===== src/rtl/sram_ctrl_pkg.sv =====
`timescale 1ns/1ps
package sram_ctrl_pkg;

  typedef enum logic [2:0] {
    PH_IDLE    = 3'd0,
    PH_WSETUP  = 3'd1,
    PH_WSTROBE = 3'd2,
    PH_WHOLD   = 3'd3,
    PH_READ    = 3'd4
  } phase_e;

  // cycles needed to cover a time in picoseconds, rounded up
  function automatic int ps_to_cyc(int t_ps, int per_ps);
    return (t_ps + per_ps - 1) / per_ps;
  endfunction

  function automatic int imax(int a, int b);
    return (a > b) ? a : b;
  endfunction

endpackage


===== src/rtl/sram_phase_timer.sv =====
`timescale 1ns/1ps
module sram_phase_timer #(
  parameter int CNT_W = 4
) (
  input  logic             clk,
  input  logic             rst_n,
  input  logic             load,
  input  logic [CNT_W-1:0] load_val,
  output logic             zero
);

  logic [CNT_W-1:0] cnt_q;
  logic [CNT_W-1:0] cnt_d;

  always_comb begin
    cnt_d = cnt_q;
    if (load)
      cnt_d = load_val;
    else if (cnt_q != '0)
      cnt_d = cnt_q - 1'b1;
  end

  always_ff @(posedge clk or negedge rst_n) begin
    if (!rst_n) cnt_q <= '0;
    else        cnt_q <= cnt_d;
  end

  assign zero = (cnt_q == '0);

endmodule


===== src/rtl/sram_req_hold.sv =====
`timescale 1ns/1ps
module sram_req_hold #(
  parameter int ADDR_W = 18
) (
  input  logic              clk,
  input  logic              rst_n,
  input  logic              capture,
  input  logic [ADDR_W-1:0] in_addr,
  input  logic              in_wdata,
  output logic [ADDR_W-1:0] out_addr,
  output logic              out_wdata
);

  logic [ADDR_W-1:0] addr_q;
  logic              wdata_q;

  always_ff @(posedge clk or negedge rst_n) begin
    if (!rst_n) begin
      addr_q  <= '0;
      wdata_q <= 1'b0;
    end else if (capture) begin
      addr_q  <= in_addr;
      wdata_q <= in_wdata;
    end
  end

  assign out_addr  = addr_q;
  assign out_wdata = wdata_q;

endmodule


===== src/rtl/sram_phase_fsm.sv =====
`timescale 1ns/1ps
module sram_phase_fsm
  import sram_ctrl_pkg::*;
#(
  parameter int CNT_W      = 4,
  parameter int SETUP_CYC  = 1,
  parameter int STROBE_CYC = 2,
  parameter int HOLD_CYC   = 1,
  parameter int ACCESS_CYC = 3
) (
  input  logic             clk,
  input  logic             rst_n,
  input  logic             req_valid,
  input  logic             req_wr,
  output logic             req_ready,
  output logic             capture,
  output logic             tmr_load,
  output logic [CNT_W-1:0] tmr_val,
  input  logic             tmr_zero,
  input  logic             mem_q,
  output logic             mem_sel_n,
  output logic             mem_wr_n,
  output logic             rd_valid,
  output logic             rd_data
);

  phase_e st_q, st_d;
  logic   sample;
  logic   sel_n_q, wr_n_q, rdv_q, rdd_q;

  always_comb begin
    st_d     = st_q;
    tmr_load = 1'b0;
    tmr_val  = '0;
    capture  = 1'b0;
    sample   = 1'b0;
    unique case (st_q)
      PH_IDLE: begin
        if (req_valid) begin
          capture  = 1'b1;
          tmr_load = 1'b1;
          if (req_wr) begin
            st_d    = PH_WSETUP;
            tmr_val = CNT_W'(SETUP_CYC - 1);
          end else begin
            st_d    = PH_READ;
            tmr_val = CNT_W'(ACCESS_CYC - 1);
          end
        end
      end
      PH_WSETUP: begin
        if (tmr_zero) begin
          st_d     = PH_WSTROBE;
          tmr_load = 1'b1;
          tmr_val  = CNT_W'(STROBE_CYC - 1);
        end
      end
      PH_WSTROBE: begin
        if (tmr_zero) begin
          st_d     = PH_WHOLD;
          tmr_load = 1'b1;
          tmr_val  = CNT_W'(HOLD_CYC - 1);
        end
      end
      PH_WHOLD: begin
        if (tmr_zero) st_d = PH_IDLE;
      end
      PH_READ: begin
        if (tmr_zero) begin
          st_d   = PH_IDLE;
          sample = 1'b1;
        end
      end
      default: st_d = PH_IDLE;
    endcase
  end

  always_ff @(posedge clk or negedge rst_n) begin
    if (!rst_n) begin
      st_q    <= PH_IDLE;
      sel_n_q <= 1'b1;
      wr_n_q  <= 1'b1;
      rdv_q   <= 1'b0;
    end else begin
      st_q    <= st_d;
      sel_n_q <= (st_d == PH_IDLE);
      wr_n_q  <= (st_d != PH_WSTROBE);
      rdv_q   <= sample;
    end
  end

  always_ff @(posedge clk or negedge rst_n) begin
    if (!rst_n)      rdd_q <= 1'b0;
    else if (sample) rdd_q <= mem_q;
  end

  assign req_ready = (st_q == PH_IDLE);
  assign mem_sel_n = sel_n_q;
  assign mem_wr_n  = wr_n_q;
  assign rd_valid  = rdv_q;
  assign rd_data   = rdd_q;

  AST_STROBE_NEEDS_SEL: assert property (@(posedge clk) disable iff (!rst_n)
    !mem_wr_n |-> !mem_sel_n);
  AST_SEL_HELD_AFTER_STROBE: assert property (@(posedge clk) disable iff (!rst_n)
    $rose(mem_wr_n) |-> !mem_sel_n);
  AST_RDV_ONE_CYCLE: assert property (@(posedge clk) disable iff (!rst_n)
    rd_valid |=> !rd_valid);
  AST_RDV_AFTER_READ: assert property (@(posedge clk) disable iff (!rst_n)
    rd_valid |-> (mem_sel_n && $past(!mem_sel_n && mem_wr_n)));

endmodule


===== src/rtl/sram_seq_ctrl.sv =====
`timescale 1ns/1ps
module sram_seq_ctrl
  import sram_ctrl_pkg::*;
#(
  parameter int ADDR_W    = 18,
  parameter int CLK_PS    = 4000,
  parameter int T_AS_PS   = 0,
  parameter int T_AW_PS   = 9000,
  parameter int T_PWE_PS  = 8000,
  parameter int T_SD_PS   = 8000,
  parameter int T_WC_PS   = 12000,
  parameter int T_AA_PS   = 12000,
  parameter int T_ACE_PS  = 12000,
  parameter int T_RC_PS   = 12000
) (
  input  logic              clk,
  input  logic              rst_n,
  input  logic              req_valid,
  output logic              req_ready,
  input  logic              req_wr,
  input  logic [ADDR_W-1:0] req_addr,
  input  logic              req_wdata,
  output logic              rd_valid,
  output logic              rd_data,
  output logic              mem_sel_n,
  output logic              mem_wr_n,
  output logic [ADDR_W-1:0] mem_a,
  output logic              mem_d,
  input  logic              mem_q
);

  localparam int SETUP_CYC  = imax(1, ps_to_cyc(T_AS_PS, CLK_PS));
  localparam int AW_CYC     = ps_to_cyc(T_AW_PS, CLK_PS);
  localparam int STROBE_CYC = imax(imax(1, ps_to_cyc(T_PWE_PS, CLK_PS)),
                                   imax(ps_to_cyc(T_SD_PS, CLK_PS),
                                        AW_CYC - SETUP_CYC));
  localparam int WC_CYC     = ps_to_cyc(T_WC_PS, CLK_PS);
  localparam int HOLD_CYC   = imax(1, WC_CYC - SETUP_CYC - STROBE_CYC);
  localparam int ACCESS_CYC = imax(1, imax(ps_to_cyc(T_AA_PS, CLK_PS),
                                   imax(ps_to_cyc(T_ACE_PS, CLK_PS),
                                        ps_to_cyc(T_RC_PS, CLK_PS))));
  localparam int MAX_CYC    = imax(imax(SETUP_CYC, STROBE_CYC),
                                   imax(HOLD_CYC, ACCESS_CYC));
  localparam int CNT_W      = $clog2(MAX_CYC + 1);

  logic             capture;
  logic             tmr_load;
  logic [CNT_W-1:0] tmr_val;
  logic             tmr_zero;

  sram_phase_fsm #(
    .CNT_W(CNT_W), .SETUP_CYC(SETUP_CYC), .STROBE_CYC(STROBE_CYC),
    .HOLD_CYC(HOLD_CYC), .ACCESS_CYC(ACCESS_CYC)
  ) u_fsm (
    .clk(clk), .rst_n(rst_n),
    .req_valid(req_valid), .req_wr(req_wr), .req_ready(req_ready),
    .capture(capture), .tmr_load(tmr_load), .tmr_val(tmr_val),
    .tmr_zero(tmr_zero), .mem_q(mem_q),
    .mem_sel_n(mem_sel_n), .mem_wr_n(mem_wr_n),
    .rd_valid(rd_valid), .rd_data(rd_data)
  );

  sram_phase_timer #(.CNT_W(CNT_W)) u_timer (
    .clk(clk), .rst_n(rst_n),
    .load(tmr_load), .load_val(tmr_val), .zero(tmr_zero)
  );

  sram_req_hold #(.ADDR_W(ADDR_W)) u_hold (
    .clk(clk), .rst_n(rst_n), .capture(capture),
    .in_addr(req_addr), .in_wdata(req_wdata),
    .out_addr(mem_a), .out_wdata(mem_d)
  );

  AST_ADDR_STABLE: assert property (@(posedge clk) disable iff (!rst_n)
    (!mem_sel_n && $past(!mem_sel_n)) |-> $stable(mem_a));
  AST_WDATA_STABLE: assert property (@(posedge clk) disable iff (!rst_n)
    (!mem_sel_n && $past(!mem_sel_n)) |-> $stable(mem_d));
  AST_BUSY_NOT_READY: assert property (@(posedge clk) disable iff (!rst_n)
    !mem_sel_n |-> !req_ready);
  AST_SINGLE_ACCEPT: assert property (@(posedge clk) disable iff (!rst_n)
    (req_valid && req_ready) |=> !req_ready);

endmodule


===== config.mk =====
export PLATFORM = sky130hd
export DESIGN_NAME = sram_seq_ctrl
export DESIGN_NICKNAME = d
export VERILOG_FILES = /design/src/rtl/sram_ctrl_pkg.sv /design/src/rtl/sram_phase_timer.sv /design/src/rtl/sram_req_hold.sv /design/src/rtl/sram_phase_fsm.sv /design/src/rtl/sram_seq_ctrl.sv
export SDC_FILE = /design/constraint.sdc
export NUM_CORES = 1
export LEC_CHECK = 0
export BUFFER_PORTS_ARGS = -buffer_cell sky130_fd_sc_hd__buf_2
export CAP_MARGIN = 20
export CORE_AREA = 2 2 55 57
export DETAILED_ROUTE_END_ITERATION = 6
export DIE_AREA = 0 0 57 59
export GPL_ROUTABILITY_DRIVEN = 0
export HOLD_SLACK_MARGIN = 0.1
export PLACE_DENSITY = 0.8
export SLEW_MARGIN = 20
export SYNTH_ARGS = -nofsm -noshare
export SYNTH_HDL_FRONTEND = slang
export SYNTH_SLANG_ARGS = --single-unit

===== constraint.sdc =====
create_clock -name clk -period 1.83 [get_ports clk]
set_clock_uncertainty 0.15 [all_clocks]
set_input_delay 0 -clock clk [delete_from_list [all_inputs] [get_ports clk]]
set_output_delay 0 -clock clk [all_outputs]
set_load 0.1 [all_outputs]

==> impl_results.md, run 1 <==
* Maximum clock path buffer count at 2
* Setup violators final at 0
* Largest net degree at the start of global routing at 29
* CP Capture Type: register
* Antenna cell count at 0
* Largest family of logic cells by synthesized area: multiplexers
* Synthesis-stage register bit count at 28
* H-tree depth at 1
* CP peak stage delay at 0.40 ns
* Initial DRC count at 24
* Overflow after GRT at 0
* Clk_lat worst skew at 0.32 ns
* CP required at 1.89 ns
* Status: finished, final reports clean
* Type of the worst min-delay path: in -> reg
* Top-area cell type share of the netlist area at 54.2%
* Finished Layout Cells at 191
* Syn Inst Count at 88
* Share of layout cells above drive strength 1 at 38.8%
* Rows at 19
* Starting density of the core at 44.3%
* Syn nets at 113
* Drc violations at 0
* Adder-cell share of the synthesized area at 1.04%
* Final #Nets at 186
* Worst Path Buf+Inv at 1
* PortBufs at 47
* Largest cells by area after synthesis: dfrtp_1 54%, mux2_1 19%, dfstp_2 4.4%, buf_6 2.8%, inv_1 1.6%
* Setup slack after placement at 0.0783 ns
* EDFF count, synth at 0
* Avg Cell Area, Syn at 13.6 um^2
* Vias per Instance at 4.88
* Core Box Area at 2710 um^2
* CTS tree: done
* Vias in the first global route at a little over 1k
* Util after Layout at 63.9%
* Initial antenna violation count at 0
* Slowest CP cell: dfrtp_1
* Worst slew pin tran at 0.585 ns
* Clock sink total at 28
* Area of the die at between 3000 and 4000 um^2
* Xor/xnor cell area share of the yosys netlist at 0.730%
* # fillers at about 220
* Post-DRT Antenna Nets at 0
* Sequential-to-total area share from yosys stat at 58.6%
* Die Ht at ~59 um
* Post-synth ARST share at 100%
* Setup bufs post-CTS at 0
* Endpoints failing hold at 0
* Rel. slew slack at 61.0%
* Syn. warnings at 0
* Crit-path max FO at 10
* Boundary Pins at 48
* Fmax at approximately 600 MHz
* Post-synth top area cell: dfrtp_1
* Final WL at between 2 and 2.5 mm
* Placed insts at 163
* Family with the most delay on the worst path: compound AO/OA/AOI/OAI gates
* Simple-gate share of the synthesized area at 6.88%
* Final slew viol count at 0
* RSZ-0062 raised after global routing: false
* Tmin final at 1.66 ns
* Crit share post-route at about nine tenths
* Area growth from synthesis to layout at 44.2%
* Gr usage total at around 16%
* Synth unique cells at 27
* Final WS setup at 0.174 ns
* WL/cell at 13.0 um
* Most frequent cell after synthesis: dfrtp_1
* # Max-Cap Violations at 0
* Synth Area in Compound Gates at 7.30%
* First-pass GRT wire length at 4.29 mm
* Arr. time, crit path at 1.71 ns
* Total CTS buffers at 3
* Die Width at ~57 um
* Mux share of post-synthesis cell area at 19.6%
* CTS Root Cell: clkbuf_4
* First-pass iteration count of the detailed router at 4
* Crit-path cells: inv_1 > ha_2 > nand2_1 > o32ai_1 > a2bb2oi_1 > a31oi_1
* HPWL after detailed placement at 1.66 mm
* Setup CP Type: reg -> reg
* Final setup TNS at 0 ns
* CTS clk-pin slew, worst paths at approximately 0.13 ns
* Crit start category: register
* Synth Cell Area at 1200 um^2
* Commonest cells in the netlist: 26 x dfrtp_1, 20 x mux2_1, 5 x inv_1, 4 x nor2_1
* Via count at ~930
* Primary FF master, synth: dfrtp_1
==> path summary, 6_finish.rpt <==
| check | end | slack, ns | from | depth (start not counted) |
|---|---|---|---|---|
| setup / recovery | u_timer.cnt_q[1]$_DFFE_PN0P_ | 0.17 | u_timer.cnt_q[0]$_DFFE_PN0P_ | 6 |
| hold / removal | u_fsm.rd_data$_DFFE_PN0P_ | 0.26 | mem_q | 3 |
| setup reg to reg | u_timer.cnt_q[1]$_DFFE_PN0P_ | 0.17 | u_timer.cnt_q[0]$_DFFE_PN0P_ | 6 |
| hold reg to reg | u_hold.out_wdata$_DFFE_PN0P_ | 0.35 | u_hold.out_wdata$_DFFE_PN0P_ | 1 |
| max in group asynchronous | u_fsm.rd_valid$_DFF_PN0_ | 0.55 | rst_n | 3 |
| min in group asynchronous | u_hold.out_addr[1]$_DFFE_PN0P_ | 0.60 | rst_n | 3 |
==> cell usage in the layout, fill, tap and decap left out, types with 2 or more instances in the layout <==
cell type / netlist / final
a21oi_1: 3 / 3
buf_2: 2 / 47
buf_4: 1 / 3
clkbuf_4: 0 / 3
dfrtp_1: 26 / 26
dfstp_2: 2 / 2
dlygate4sd3_1: 0 / 24
inv_1: 5 / 5
mux2_1: 20 / 19
nand2_1: 3 / 3
nor2_1: 4 / 4
nor3_1: 3 / 2
==> area by class of cell <==
| class | instances | area, um^2 | share of cell area [%] |
|---|---|---|---|
| tap | 31 | 38.8 | 2.24 |
| clock buffer | 4 | 26.3 | 1.52 |
| multi-input combinational | 49 | 445 | 25.7 |
| inverter | 5 | 18.8 | 1.08 |
| sequential | 28 | 703 | 40.6 |
| timing repair buffer | 74 | 498 | 28.8 |
==> through the flow <==
stage                     area [um^2]  hold WS (ns)
after floorplan                  1210        -0.446
after detailed placement         1460        -0.102
after global placement           1460        -0.123
after CTS                        1720         0.261
final                            1730         0.264
after global routing             1730         0.284
==> state kept, by name, summed over array words and instances (netlist names) <==
name,count
u_fsm.st_q,3
u_fsm.mem_wr_n,1
u_hold.out_addr,18
u_fsm.rd_data,1
u_fsm.mem_sel_n,1
u_hold.out_wdata,1
u_timer.cnt_q,2
u_fsm.rd_valid,1
==> metal layers <==
| metal | routed length [um] | vias up | part of all wire [%] | GRT usage (%) |
|---|---|---|---|---|
| met1 | 1070 | 443 | 43 | 19.1 |
| li1 | - | 452 | - | - |
| met5 | 0 | - | 0 | 0 |
| met2 | 1210 | 34 | 49 | 30.2 |
| met4 | 37 | 0 | 1.5 | 4.98 |
| met3 | 163 | 4 | 6.6 | 3.49 |
==> worst register-to-register path, cell delays in order (launching register included) <==
cell and delay, ns:
dfrtp_1 0.40, inv_1 0.10, ha_2 0.29, nand2_1 0.11, o32ai_1 0.24, a2bb2oi_1 0.20, a31oi_1 0.05
==> cells by family after synthesis <==
group / count (synthesis)
muxes: 21
buffers and inverters: 11
AOI/OAI and AO/OA: 11
xor gates and xnor gates: 1
DFF: 28
and+or+nand+nor: 15
adders and majority gates: 1
==> repair_timing <==
| item | in CTS | in global routing |
|---|---|---|
| hold buffers | 24 | 0 |
| gates resized for setup | 0 | 2 |
| setup endpoints to repair | 0 | 4 |
| endpoints found under the hold margin | 54 | 0 |
Power of run 1 is not shown: default switching activity piles up to over one toggle a cycle in this logic, so the estimate is an artifact.
==> run 2, diff against run 1 <==
--- a/config.mk
+++ b/config.mk
@@ -12,7 +12,7 @@
 export DIE_AREA = 0 0 57 59
 export GPL_ROUTABILITY_DRIVEN = 0
 export HOLD_SLACK_MARGIN = 0.1
-export PLACE_DENSITY = 0.8
+export PLACE_DENSITY = 0.76
 export SLEW_MARGIN = 20
 export SYNTH_ARGS = -nofsm -noshare
 export SYNTH_HDL_FRONTEND = slang
==> constraint.sdc (replaced) <==
create_clock -name clk -period 1.83 [get_ports clk]
set_clock_uncertainty 0.15 [all_clocks]
set_input_delay 0.366 -clock clk [delete_from_list [all_inputs] [get_ports clk]]
set_output_delay 0.366 -clock clk [all_outputs]
set_load 0.1 [all_outputs]
==> run 2 against run 1 <==
Compared with the run above:
- wire length fell by 4.2%
- sequential share of layout area up 1.8 points
- non-clock buffer count is 9 lower
- die area unchanged
- worst hold slack lost 0.15 ns
- fmax is 6.3% lower
- critical path depth decreased by 5
- utilization is 2.7 points lower
- setup slack lost 0.11 ns
- final cell count down 4.7%
- via count shrank 4.9%
- clock-buffer cell count unchanged
- critical endpoint is now mem_wr_n
- highest routed layer is now met3
==> impl_results.md, run 2 (synthesis results as in run 1) <==
* Status: finished, final reports clean
* HPWL after detailed placement at 1.67 mm
* H-tree depth at 1
* Worst slew pin tran at 0.591 ns
* # fillers at 233
* Area of the multi-input gates at roughly 450 um^2
* Maximum clock path buffer count at 2
* CTS tree: done
* Clock sink total at 28
* Area of the die at 3360 um^2
* Core Box Area at 2710 um^2
* Die Width at approximately 57 um
* Crit-path max FO at 1
* Worst Path Buf+Inv at 1
* Final slew viol count at 0
* First-pass GRT wire length at 3.96 mm
* Drc violations at 0
* Fmax at 566 MHz
* Via count at 887
* Worst R2R Setup Slack at 0.18 ns
* Starting density of the core at 44.3%
* Design area at between 1500 and 2000 um^2
* Crit share post-route at 96.6%
* CP peak stage delay at 0.53 ns
* Initial DRC count at 9
* Rows at 19
* Rel. slew slack at between 60% and 70%
* WL/cell at about 13 um
* CTS Root Cell: clkbuf_4
* Antenna cell count at 0
* RSZ-0062 raised after global routing: false
* Setup CP Type: reg -> out
* Vias per Instance at ~4.9
* Crit start category: register
* Gr usage total at approximately 15%
* Type of the worst min-delay path: in -> reg
* Clk_lat worst skew at 0.32 ns
* Final #Nets at 177
* Family with the most delay on the worst path: flip-flops
* Most frequent cells in the layout: 46 x buf_2, 26 x dfrtp_1, 19 x mux2_1
* Vias in the first global route at 867
* Share of layout cells above drive strength 1 at 41.1%
* Die Ht at about 59 um
* Largest net degree at the start of global routing at 29
* Setup violators final at 0
* Arr. time, crit path at 1.25 ns
* DP Area at about 1500 um^2
* PortBufs at 47
* Slowest CP cell: dfstp_2
* Reg area at 703 um^2
* Tmin final at 1.77 ns
* Crit-path cells: buf_2
* Boundary Pins at 48
* Overflow after GRT at 0
* Area growth from synthesis to layout at 38.2%
* Post-DRT Antenna Nets at 0
* Initial antenna violation count at 0
* Endpoints failing hold at 0
* Max FFs per register at 18
* Setup bufs post-CTS at 0
* CTS clk-pin slew, worst paths at 0.14 ns
* First-pass iteration count of the detailed router at 2
* Total CTS buffers at 3
* Final WL at about 2.4 mm
* CP Capture Type: output port
* Commonest non-fill, non-tap cell in the layout: buf_2
* # Max-Cap Violations at 0
* CP required at ~1.3 ns
run 2: repair_timing:
| action | CTS | global route |
|---|---|---|
| setup endpoints to repair | 0 | 3 |
| gates resized for setup | 0 | 2 |
| endpoints found under the hold margin | 36 | 3 |
| hold buffers | 11 | 3 |
run 2: final timing paths:
kind,from,end,cells past startpoint
max in group asynchronous,rst_n,u_fsm.st_q[2]$_DFF_PN0_,2
worst min register to register,u_hold.out_addr[15]$_DFFE_PN0P_,u_hold.out_addr[15]$_DFFE_PN0P_,1
worst max-delay path,u_fsm.mem_wr_n$_DFF_PN1_,mem_wr_n,1
worst max register to register,u_timer.cnt_q[0]$_DFFE_PN0P_,u_timer.cnt_q[1]$_DFFE_PN0P_,6
min in group asynchronous,rst_n,u_hold.out_addr[6]$_DFFE_PN0P_,2
worst min-delay path,req_addr[2],u_hold.out_addr[2]$_DFFE_PN0P_,2
run 2: through the flow:
step | setup TNS [ns] | util (%) | cells | setup WS, ns | hold WS [ns]
2_1_floorplan | -9.58 | - | 88 | -0.485 | -0.0796
3_3_place_gp | 0 | 54.6 | 164 | 0.167 | 0.253
3_5_place_dp | 0 | 54.6 | 164 | 0.0268 | 0.260
4_1_cts | 0 | 59.6 | 179 | 0.0128 | 0.100
5_1_grt | 0 | 61.2 | 182 | 0.00274 | 0.104
6_report | 0 | 61.2 | 182 | 0.0626 | 0.117
run 2: metal layers:
| layer | up-vias | global-route usage [%] | wire length [um] |
|---|---|---|---|
| li1 | 433 | - | - |
| met1 | 430 | 18.6 | 988 |
| met2 | 24 | 27.8 | 1260 |
| met3 | 0 | 2.62 | 125 |
| met4 | 0 | 4.98 | 0 |
| met5 | - | 0 | 0 |
run 2: final cells by class:
type                       count  area share (%)
multi-input combinational     49            27.2
timing repair buffer          65            25.4
clock buffer                   4            1.58
inverter                       5            1.13
sequential                    28            42.4
tap                           31            2.34
Power of run 2 is left out for the same reason.
==> run 3, diff against run 2 <==
--- a/config.mk
+++ b/config.mk
@@ -8,6 +8,7 @@
 export BUFFER_PORTS_ARGS = -buffer_cell sky130_fd_sc_hd__buf_2
 export CAP_MARGIN = 20
 export CORE_AREA = 2 2 55 57
+export CTS_BUF_LIST = sky130_fd_sc_hd__clkbuf_2 sky130_fd_sc_hd__clkbuf_4 sky130_fd_sc_hd__clkbuf_8
 export DETAILED_ROUTE_END_ITERATION = 6
 export DIE_AREA = 0 0 57 59
 export GPL_ROUTABILITY_DRIVEN = 0
==> run 3 against run 2 <==
Compared with the run above:
- sequential cell count did not move
- global-route usage rose by 0.094 points
- cell area rose by 0.23%
- first-iteration DRC count rose by 67%
- utilization rose by 0.14 points
- largest cell class unchanged
- non-clock buffer count did not move
- final cell count did not move
==> impl_results.md, run 3 (synthesis results as in run 1) <==
* Status: finished, final reports clean
* Clock sink total at 28
* Most frequent cells in the layout: 46 x buf_2, 26 x dfrtp_1, 19 x mux2_1
* CP Capture Type: output port
* Setup slack after placement at 0.0268 ns
* First-pass GRT wire length at roughly 4 mm
* Crit-path cells: buf_2
* Final WS setup at 0.0592 ns
* Total CTS buffers at 3
* Area of the die at 3360 um^2
* Slowest CP cell: dfstp_2
* Worst Path Buf+Inv at 1
* Worst slew pin tran at slightly above 0.6 ns
* Tmin final at 1.77 ns
* Commonest non-fill, non-tap cell in the layout: buf_2
* Boundary Pins at 48
* CP required at about 1.3 ns
* Setup violators final at 0
* Antenna cell count at 0
* Maximum clock path buffer count at 2
* Vias in the first global route at 861
* Starting density of the core at 44.3%
* Post-DRT Antenna Nets at 0
* Final WL at 2.40 mm
* Type of the worst min-delay path: in -> reg
* Clk_lat worst skew at 0.32 ns
* PortBufs at 47
* Reg2reg end: u_fsm.rd_data$_DFFE_PN0P_
* Crit share post-route at 96.8%
* Min-delay src: req_addr[2]
* Util after Layout at about three fifths
* # Max-Cap Violations at 0
* Overflow after GRT at 0
* RSZ-0062 raised after global routing: false
* Worst R2R Setup Slack at 0.18 ns
* Crit start category: register
* Via count at 891
* Family with the most delay on the worst path: flip-flops
* CP peak stage delay at 0.53 ns
* WL/cell at between 10 and 15 um
* Hold worst-path end: u_hold.out_addr[2]$_DFFE_PN0P_
* Endpoints failing hold at 0
* Rows at 19
* Area growth from synthesis to layout at 38.5%
* Initial DRC count at 15
* Worst Reg-to-Reg Cells at 5
* Final slew viol count at 0
* Rel. slew slack at about three fifths
* Initial antenna violation count at 0
* Crit-path max FO at 1
* Share of layout cells above drive strength 1 at 41.7%
* Core Box Area at 2710 um^2
* Max FFs per register at 18
* Die Ht at 59 um
* Die Width at ~57 um
* Final #Nets at 177
* Setup CP Type: reg -> out
* Arr. time, crit path at 1.25 ns
* Vias per Instance at 4.90
* First-pass iteration count of the detailed router at 4
* HPWL after detailed placement at 1.67 mm
* Drc violations at 0
* CTS clk-pin slew, worst paths at 0.14 ns
* CTS tree: done
* Largest net degree at the start of global routing at 29
* Fmax at 565 MHz
* Hold Path Depth at 2
* H-tree depth at 1
* Gr usage total at 15.4%
* CTS Root Cell: clkbuf_4
* Critical R2R Launch: u_timer.cnt_q[0]$_DFFE_PN0P_
## run 3: cell count changes in the layout (fill, tap and decap cells not counted)
cell | before | now
clkbuf_1 | 1 | 0
clkbuf_4 | 3 | 4
## run 3: layout make-up
type | instances | area (um^2)
inverters | 5 | 18.8
repair buffers | 65 | 420
clock buffers | 4 | 30.0
well taps | 31 | 38.8
flip-flops and latches | 28 | 703
fillers | 235 | 1050
multi-input cells | 49 | 450
## run 3: worst max-delay path by stage
stage	from	end	slack (ns)	depth (start not counted)
finish	u_fsm.mem_wr_n$_DFF_PN1_	mem_wr_n	0.06	1
global route	u_fsm.st_q[1]$_DFF_PN0_	req_ready	0.003	3
CTS	u_timer.cnt_q[0]$_DFFE_PN0P_	u_timer.cnt_q[1]$_DFFE_PN0P_	0.01	6
detailed placement	u_timer.cnt_q[0]$_DFFE_PN0P_	u_timer.cnt_q[1]$_DFFE_PN0P_	0.03	6
global placement	u_timer.cnt_q[0]$_DFFE_PN0P_	u_fsm.rd_data$_DFFE_PN0P_	0.17	5
floorplan	u_fsm.st_q[0]$_DFF_PN0_	u_hold.out_addr[0]$_DFFE_PN0P_	-0.49	5
## run 3: per-layer routing
layer  global-route usage [%]  vias up  wire length (um)
met4                     4.98        0                 0
met5                        0        -                 0
met2                     28.1       24              1250
met1                     18.6      430              1020
met3                     2.62        0               129
li1                         -      437                 -
## run 3: through the flow
step                cell area, um^2  cells  hold slack (ns)  TNS (ns)
global route                   1660    182            0.104         0
floorplan                      1210     88          -0.0796     -9.58
CTS                            1620    179            0.100         0
global placement               1480    164            0.253         0
finish                         1660    182            0.113         0
detailed placement             1480    164            0.260         0
## run 3: timing repair
item / CTS / global route
endpoints found under the hold margin: 36 / 3
resized for setup: 0 / 2
setup endpoints to repair: 0 / 3
setup buffers: 0 / 0
hold buffers: 11 / 3
Power of run 3 is left out for the same reason.
